==> config.mk <==
export PLATFORM = sky130hd
export DESIGN_NAME = blkxl_matcher
export DESIGN_NICKNAME = d
export VERILOG_FILES = /design/src/rtl/blkxl_pkg.sv /design/src/rtl/blkxl_regfile.sv /design/src/rtl/blkxl_entry_cmp.sv /design/src/rtl/blkxl_prio_sel.sv /design/src/rtl/blkxl_matcher.sv
export SDC_FILE = /design/constraint.sdc
export NUM_CORES = 1
export LEC_CHECK = 0
export ABC_AREA = 1
export ABC_CLOCK_PERIOD_IN_PS = 3800
export BUFFER_PORTS_ARGS = -buffer_cell sky130_fd_sc_hd__buf_2
export CORE_ASPECT_RATIO = 1.5
export CORE_MARGIN = 2
export CORE_UTILIZATION = 40
export DETAILED_ROUTE_END_ITERATION = 8
export GPL_ROUTABILITY_DRIVEN = 0
export MAX_ROUTING_LAYER = met4
export PLACE_DENSITY = 0.64
export SLEW_MARGIN = 30
export SYNTH_ARGS = -nofsm -noshare
export SYNTH_HDL_FRONTEND = slang
export SYNTH_SLANG_ARGS = --single-unit
==> constraint.sdc <==
create_clock -name clk -period 3.8 [get_ports clk]
set_clock_uncertainty 0.05 [all_clocks]
set_input_delay 0.76 -clock clk [delete_from_list [all_inputs] [get_ports clk]]
set_output_delay 0.76 -clock clk [all_outputs]
set_load 0.02 [all_outputs]
==> src/rtl/blkxl_pkg.sv <==
package blkxl_pkg;

    localparam int unsigned ADDR_W  = 32;
    localparam int unsigned HI_LSB  = 28;
    localparam int unsigned MID_LSB = 17;
    localparam int unsigned HI_W    = ADDR_W - HI_LSB;
    localparam int unsigned MID_W   = HI_LSB - MID_LSB;
    localparam int unsigned MASK_LSB = 2;

    typedef enum logic [1:0] {
        ACC_LOAD  = 2'd0,
        ACC_STORE = 2'd1,
        ACC_FETCH = 2'd2
    } acc_kind_e;

    typedef struct packed {
        logic [HI_W-1:0]  ea_hi;
        logic [MID_W-1:0] ea_mid;
        logic [MID_W-1:0] len_mask;
        logic             en_sup;
        logic             en_usr;
    } up_word_t;

    typedef struct packed {
        logic [HI_W-1:0]  ra_hi;
        logic [MID_W-1:0] ra_mid;
        logic [1:0]       perm;
    } lo_word_t;

    typedef struct packed {
        logic rd;
        logic wr;
        logic ex;
    } rights_t;

    typedef struct packed {
        logic              hit;
        logic              grant;
        logic              fault;
        logic [ADDR_W-1:0] raddr;
    } xl_result_t;

    function automatic up_word_t unpack_up(input logic [ADDR_W-1:0] w);
        up_word_t u;
        u.ea_hi    = w[ADDR_W-1:HI_LSB];
        u.ea_mid   = w[HI_LSB-1:MID_LSB];
        u.len_mask = w[MASK_LSB+MID_W-1:MASK_LSB];
        u.en_sup   = w[1];
        u.en_usr   = w[0];
        return u;
    endfunction

    function automatic lo_word_t unpack_lo(input logic [ADDR_W-1:0] w);
        lo_word_t l;
        l.ra_hi  = w[ADDR_W-1:HI_LSB];
        l.ra_mid = w[HI_LSB-1:MID_LSB];
        l.perm   = w[1:0];
        return l;
    endfunction

    function automatic rights_t perm_rights(input logic [1:0] code);
        rights_t r;
        r.rd = (code != 2'd0);
        r.ex = (code != 2'd0);
        r.wr = (code == 2'd2);
        return r;
    endfunction

    function automatic logic rights_allow(input rights_t r, input acc_kind_e k);
        logic ok;
        case (k)
            ACC_LOAD:  ok = r.rd;
            ACC_STORE: ok = r.wr;
            ACC_FETCH: ok = r.ex;
            default:   ok = 1'b0;
        endcase
        return ok;
    endfunction

endpackage

==> src/rtl/blkxl_regfile.sv <==
module blkxl_regfile
    import blkxl_pkg::*;
#(
    parameter int unsigned N_ENT = 4,
    localparam int unsigned IDX_W = (N_ENT > 1) ? $clog2(N_ENT) : 1,
    localparam int unsigned N_SPACE = 2
) (
    input  logic              clk,
    input  logic              rst,
    input  logic              wr_en,
    input  logic              wr_space,
    input  logic [IDX_W-1:0]  wr_idx,
    input  logic              wr_half,
    input  logic [ADDR_W-1:0] wr_data,
    input  logic              rd_space,
    output up_word_t          up_sel [N_ENT],
    output lo_word_t          lo_sel [N_ENT]
);

    up_word_t up_all [N_SPACE][N_ENT];
    lo_word_t lo_all [N_SPACE][N_ENT];

    for (genvar s = 0; s < N_SPACE; s++) begin : g_space
        for (genvar e = 0; e < N_ENT; e++) begin : g_ent
            logic     this_ent;
            up_word_t up_q;
            lo_word_t lo_q;

            assign this_ent = wr_en && (wr_space == 1'(s)) && (wr_idx == IDX_W'(e));

            always_ff @(posedge clk) begin
                if (rst) begin
                    up_q <= '0;
                    lo_q <= '0;
                end else if (this_ent) begin
                    if (wr_half) begin
                        lo_q <= unpack_lo(wr_data);
                    end else begin
                        up_q <= unpack_up(wr_data);
                    end
                end
            end

            assign up_all[s][e] = up_q;
            assign lo_all[s][e] = lo_q;
        end
    end

    always_comb begin
        for (int e = 0; e < N_ENT; e++) begin
            up_sel[e] = rd_space ? up_all[1][e] : up_all[0][e];
            lo_sel[e] = rd_space ? lo_all[1][e] : lo_all[0][e];
        end
    end

endmodule

==> src/rtl/blkxl_entry_cmp.sv <==
module blkxl_entry_cmp
    import blkxl_pkg::*;
(
    input  up_word_t          up,
    input  lo_word_t          lo,
    input  logic [ADDR_W-1:0] ea,
    input  acc_kind_e         kind,
    input  logic              user,
    output logic              selected,
    output logic              allowed,
    output logic [ADDR_W-1:0] raddr
);

    logic [MID_W-1:0] ea_mid;
    logic             hi_eq;
    logic             mid_eq;
    logic             enabled;
    rights_t          rights;

    assign ea_mid  = ea[HI_LSB-1:MID_LSB];
    assign hi_eq   = (ea[ADDR_W-1:HI_LSB] == up.ea_hi);
    assign mid_eq  = ((ea_mid & ~up.len_mask) == up.ea_mid);
    assign enabled = user ? up.en_usr : up.en_sup;

    assign selected = hi_eq && mid_eq && enabled;

    assign rights  = perm_rights(lo.perm);
    assign allowed = rights_allow(rights, kind);

    assign raddr = {lo.ra_hi,
                    (ea_mid & up.len_mask) | lo.ra_mid,
                    ea[MID_LSB-1:0]};

endmodule

==> src/rtl/blkxl_prio_sel.sv <==
module blkxl_prio_sel
    import blkxl_pkg::*;
#(
    parameter int unsigned N_ENT = 4
) (
    input  logic              sel     [N_ENT],
    input  logic              allowed [N_ENT],
    input  logic [ADDR_W-1:0] raddr   [N_ENT],
    output xl_result_t        result
);

    always_comb begin
        logic found;
        found  = 1'b0;
        result = '0;
        for (int i = 0; i < N_ENT; i++) begin
            if (!found && sel[i]) begin
                found        = 1'b1;
                result.hit   = 1'b1;
                result.grant = allowed[i];
                result.fault = !allowed[i];
                result.raddr = raddr[i];
            end
        end
    end

endmodule

==> src/rtl/blkxl_matcher.sv <==
module blkxl_matcher
    import blkxl_pkg::*;
#(
    parameter int unsigned N_ENT = 4,
    localparam int unsigned IDX_W = (N_ENT > 1) ? $clog2(N_ENT) : 1
) (
    input  logic              clk,
    input  logic              rst,
    input  logic              cfg_we,
    input  logic              cfg_space,
    input  logic [IDX_W-1:0]  cfg_idx,
    input  logic              cfg_half,
    input  logic [31:0]       cfg_wdata,
    input  logic              req_valid,
    input  logic [31:0]       req_ea,
    input  logic [1:0]        req_kind,
    input  logic              req_user,
    output logic              rsp_valid,
    output logic              rsp_hit,
    output logic              rsp_grant,
    output logic              rsp_fault,
    output logic [31:0]       rsp_raddr
);

    acc_kind_e kind;
    logic      use_instr;
    up_word_t  up_sel [N_ENT];
    lo_word_t  lo_sel [N_ENT];
    logic      ent_sel   [N_ENT];
    logic      ent_allow [N_ENT];
    logic [ADDR_W-1:0] ent_raddr [N_ENT];
    xl_result_t pick;
    xl_result_t rsp_q;
    logic       rsp_valid_q;

    assign kind      = acc_kind_e'(req_kind);
    assign use_instr = (kind == ACC_FETCH);

    blkxl_regfile #(.N_ENT(N_ENT)) regs_i (
        .clk      (clk),
        .rst      (rst),
        .wr_en    (cfg_we),
        .wr_space (cfg_space),
        .wr_idx   (cfg_idx),
        .wr_half  (cfg_half),
        .wr_data  (cfg_wdata),
        .rd_space (use_instr),
        .up_sel   (up_sel),
        .lo_sel   (lo_sel)
    );

    for (genvar e = 0; e < N_ENT; e++) begin : g_cmp
        blkxl_entry_cmp cmp_i (
            .up       (up_sel[e]),
            .lo       (lo_sel[e]),
            .ea       (req_ea),
            .kind     (kind),
            .user     (req_user),
            .selected (ent_sel[e]),
            .allowed  (ent_allow[e]),
            .raddr    (ent_raddr[e])
        );
    end

    blkxl_prio_sel #(.N_ENT(N_ENT)) prio_i (
        .sel     (ent_sel),
        .allowed (ent_allow),
        .raddr   (ent_raddr),
        .result  (pick)
    );

    always_ff @(posedge clk) begin
        if (rst) begin
            rsp_valid_q <= 1'b0;
            rsp_q       <= '0;
        end else begin
            rsp_valid_q <= req_valid;
            rsp_q       <= req_valid ? pick : '0;
        end
    end

    assign rsp_valid = rsp_valid_q;
    assign rsp_hit   = rsp_q.hit;
    assign rsp_grant = rsp_q.grant;
    assign rsp_fault = rsp_q.fault;
    assign rsp_raddr = rsp_q.raddr;

endmodule

==> results.json <==
{
  "io_buffers": 106,
  "synthDistinctLibCells": 32,
  "power.internal_mw": 6.86,
  "clock_path_buffers": 3,
  "irDropWorstVdd_uv": 250,
  "grt_remaining_overflow": 0,
  "drtIter0Drc": 1764,
  "synth_edf_count": 0,
  "rr_startpoint": "regs_i.g_space[1].g_ent[0].up_q[27]",
  "drv_cap": 0,
  "via_count": 18600,
  "netlist_instances": 2794,
  "switching_power_mw": 2.40,
  "yosys-top-cells-count": "nand2_1 (617), dfxtp_1 (396), a21oi_1 (346), o21ai_0 (327)",
  "hold_path_class": "in2reg",
  "leakagePower_nw": 8.54,
  "rr_worst_depth": 16,
  "p_clk_frac": 0.439,
  "cts_tree": "built",
  "post_cts_buffers": 0,
  "cts-hold-fix-buffers": 0,
  "dieWidth_um": 180,
  "multi_input_area_sq_um": 8680,
  "whs_ps": 371,
  "yosys.area.top_type": "dfxtp_1",
  "relSlewSlack": 0.446,
  "layout.nets": 2881,
  "synth_top_area_frac": 0.427,
  "synth_flop_cell": "dfxtp_1",
  "worstMarginPinSlew_ps": 829,
  "fin_tns_setup_ps": 0,
  "rows": 96,
  "final-setup-viol-count": 0,
  "cts_resized": 0,
  "pwr-share-comb": 0.101,
  "p_per_area_nw_per_um2": 440,
  "fmax_ghz": 0.318,
  "clock-root-buffer": "clkbuf_16",
  "dp_hpwl_mm": 44.6,
  "yosys_warnings": 0,
  "crit_fanout": 31,
  "synthTopCellsByArea": "dfxtp_1 (43%), nand2_1 (12%), a21oi_1 (9.3%)",
  "worst-r2r-setup-slack_ps": 1170,
  "setup_slack_ps": 655,
  "pin_count": 111,
  "drv_slew": 0,
  "timing.rr.end": "rsp_raddr[31]",
  "drc": 0,
  "dieArea_sq_um": 48200,
  "fin_crit_ps": 3140,
  "min_to": "rsp_raddr[5]",
  "rsz0062_at_grt": "no",
  "switching_share": 0.260,
  "start_util": 0.406,
  "hold_depth": 3,
  "firstDrtPassIters": 5,
  "criticalPathCategory": "in2reg",
  "cts_max_level": 2,
  "grt_max_degree": 151,
  "status": "finished, final reports clean",
  "drive_gt1_frac": 0.0931,
  "ys_seq_area_frac": 0.427,
  "async_reset_ff_frac": 0,
  "antenna_found_initial": 9,
  "grt_usage": 0.275,
  "worstPathRequired_ps": 4170,
  "grt_pass1_wl_mm": 100,
  "syn_to_final_growth_pct": 13.4,
  "antenna_left": 0,
  "syn_nets": 2869,
  "core_area_sq_um": 45800,
  "routed_wl_mm": 66.2,
  "crit_path_end_kind": "register",
  "seq_area_sq_um": 7930,
  "hold_viol": 0,
  "fin_crit_sh": 0.828,
  "clkTransAtPathRegs_ps": 60,
  "clk_latency_ps": 550,
  "syn_avg_cell_area_sq_um": 6.65,
  "nFillCells": 4605,
  "syn_area_sq_um": 18600,
  "ys_ff_latch": 396,
  "arrival_ps": 3510,
  "die_h_um": 268,
  "via_per_inst": 5.43,
  "yosysMostFrequentCell": "nand2_1",
  "min_from": "req_ea[5]",
  "cts_buffers": 40,
  "cp-start-kind": "input pin",
  "seq_power_share": 0.460,
  "wl_per_cell_um": 19.3,
  "grt_pass1_vias": 17300,
  "clock_sinks": 396,
  "pre_cts_ws_ps": 89.6
}
worst max path at each step:
stage                     slack [ps]  cells past startpoint             to         from
after CTS                        670                     17   rsp_raddr[6]  req_kind[1]
after global placement           160                     17  rsp_raddr[23]  req_kind[1]
after global routing             410                     18   rsp_raddr[6]  req_kind[1]
final                            660                     17  rsp_raddr[10]  req_kind[1]
after floorplan                 1140                     17      rsp_grant  req_kind[0]
after detailed placement          90                     17   rsp_raddr[6]  req_kind[1]
final cells by class:
cell class	count	share of cell area
Multi-Input combinational cell	1881	0.412
Tap cell	588	0.0349
Clock buffer	62	0.0586
Timing Repair Buffer	177	0.0566
Sequential cell	396	0.376
Antenna cell	7	0.000832
Clock inverter	9	0.00481
Inverter	310	0.0555
sequential cells by signal, indices dropped and copies added, names as in the netlist:
signal,cells
rsp_hit,1
rsp_raddr,32
rsp_grant,1
regs_i.g_space.g_ent.up_q,224
regs_i.g_space.g_ent.lo_q,136
rsp_fault,1
rsp_valid,1
per-stage QoR:
stage | instances | util | area [sq um] | power, mW
floorplan | 2794 | - | 18600 | 4.90
global placement | 3352 | 0.430 | 19700 | 5.25
detailed placement | 3352 | 0.430 | 19700 | 5.27
CTS | 3423 | 0.460 | 21000 | 9.29
global route | 3430 | 0.460 | 21100 | 9.55
finish | 3430 | 0.460 | 21100 | 9.26
critical path: stages:
cell	delay, ps
buf_2	210
nand2_8	180
buf_12	220
buf_4	210
o21ai_0	420
nand2_1	110
nand2_1	160
inv_1	50
nand2_1	50
nor2_1	40
nand2_1	150
nor2_4	80
nor2_2	130
buf_4	210
nand2_1	80
nand2_2	310
nor2_1	80
kinds of logic (layout without fill, tap and decap cells):
family                    count (synthesis)  after routing  share of synthesized area
xor gates and xnor gates                  8              8                    0.00377
buffers and inverters                   517            558                      0.109
AOI/OAI and AO/OA                       741            741                      0.208
DFF                                     396            396                      0.427
and+or+nand+nor                        1132           1132                      0.252
other                                     0              7                          0
placed cells by master, fill, tap and decap left out, types with 3 or more instances in the layout:
| cell | Yosys | routed |
|---|---|---|
| a211oi_1 | 10 | 10 |
| a21oi_1 | 346 | 346 |
| a31oi_1 | 7 | 7 |
| buf_12 | 0 | 10 |
| buf_2 | 33 | 105 |
| buf_4 | 10 | 62 |
| clkbuf_1 | 157 | 8 |
| clkbuf_16 | 0 | 41 |
| clkbuf_8 | 0 | 13 |
| clkinv_2 | 0 | 5 |
| dfxtp_1 | 396 | 396 |
| diode_2 | 0 | 7 |
| inv_1 | 302 | 301 |
| inv_2 | 6 | 6 |
| nand2_1 | 617 | 613 |
| nand2_2 | 3 | 5 |
| nand3_1 | 302 | 300 |
| nand3_2 | 1 | 3 |
| nor2_1 | 193 | 192 |
| nor3_1 | 8 | 4 |
| nor3_2 | 0 | 4 |
| o211a_1 | 6 | 6 |
| o211ai_1 | 3 | 3 |
| o21ai_0 | 327 | 327 |
| o21ai_1 | 19 | 19 |
| o221ai_1 | 20 | 20 |
| xor2_1 | 8 | 8 |
power by group through the flow:
stage / sequential, mW / combinational (mW) / clock [mW]
2_1_floorplan: 4.34 / 0.557 / 0
3_5_place_dp: 4.35 / 0.918 / 0
5_1_grt: 4.26 / 1.02 / 4.27
3_3_place_gp: 4.35 / 0.902 / 0
6_report: 4.26 / 0.935 / 4.07
4_1_cts: 4.26 / 0.921 / 4.12
layer usage:
layer | vias to the layer above | share of wire | track usage
li1 | 9101 | - | -
met1 | 8638 | 0.38 | 0.311
met2 | 708 | 0.49 | 0.457
met3 | 194 | 0.063 | 0.0336
met4 | 0 | 0.066 | 0.184
met5 | - | 0 | -
Note: power is estimated with default switching activity, not from simulation.
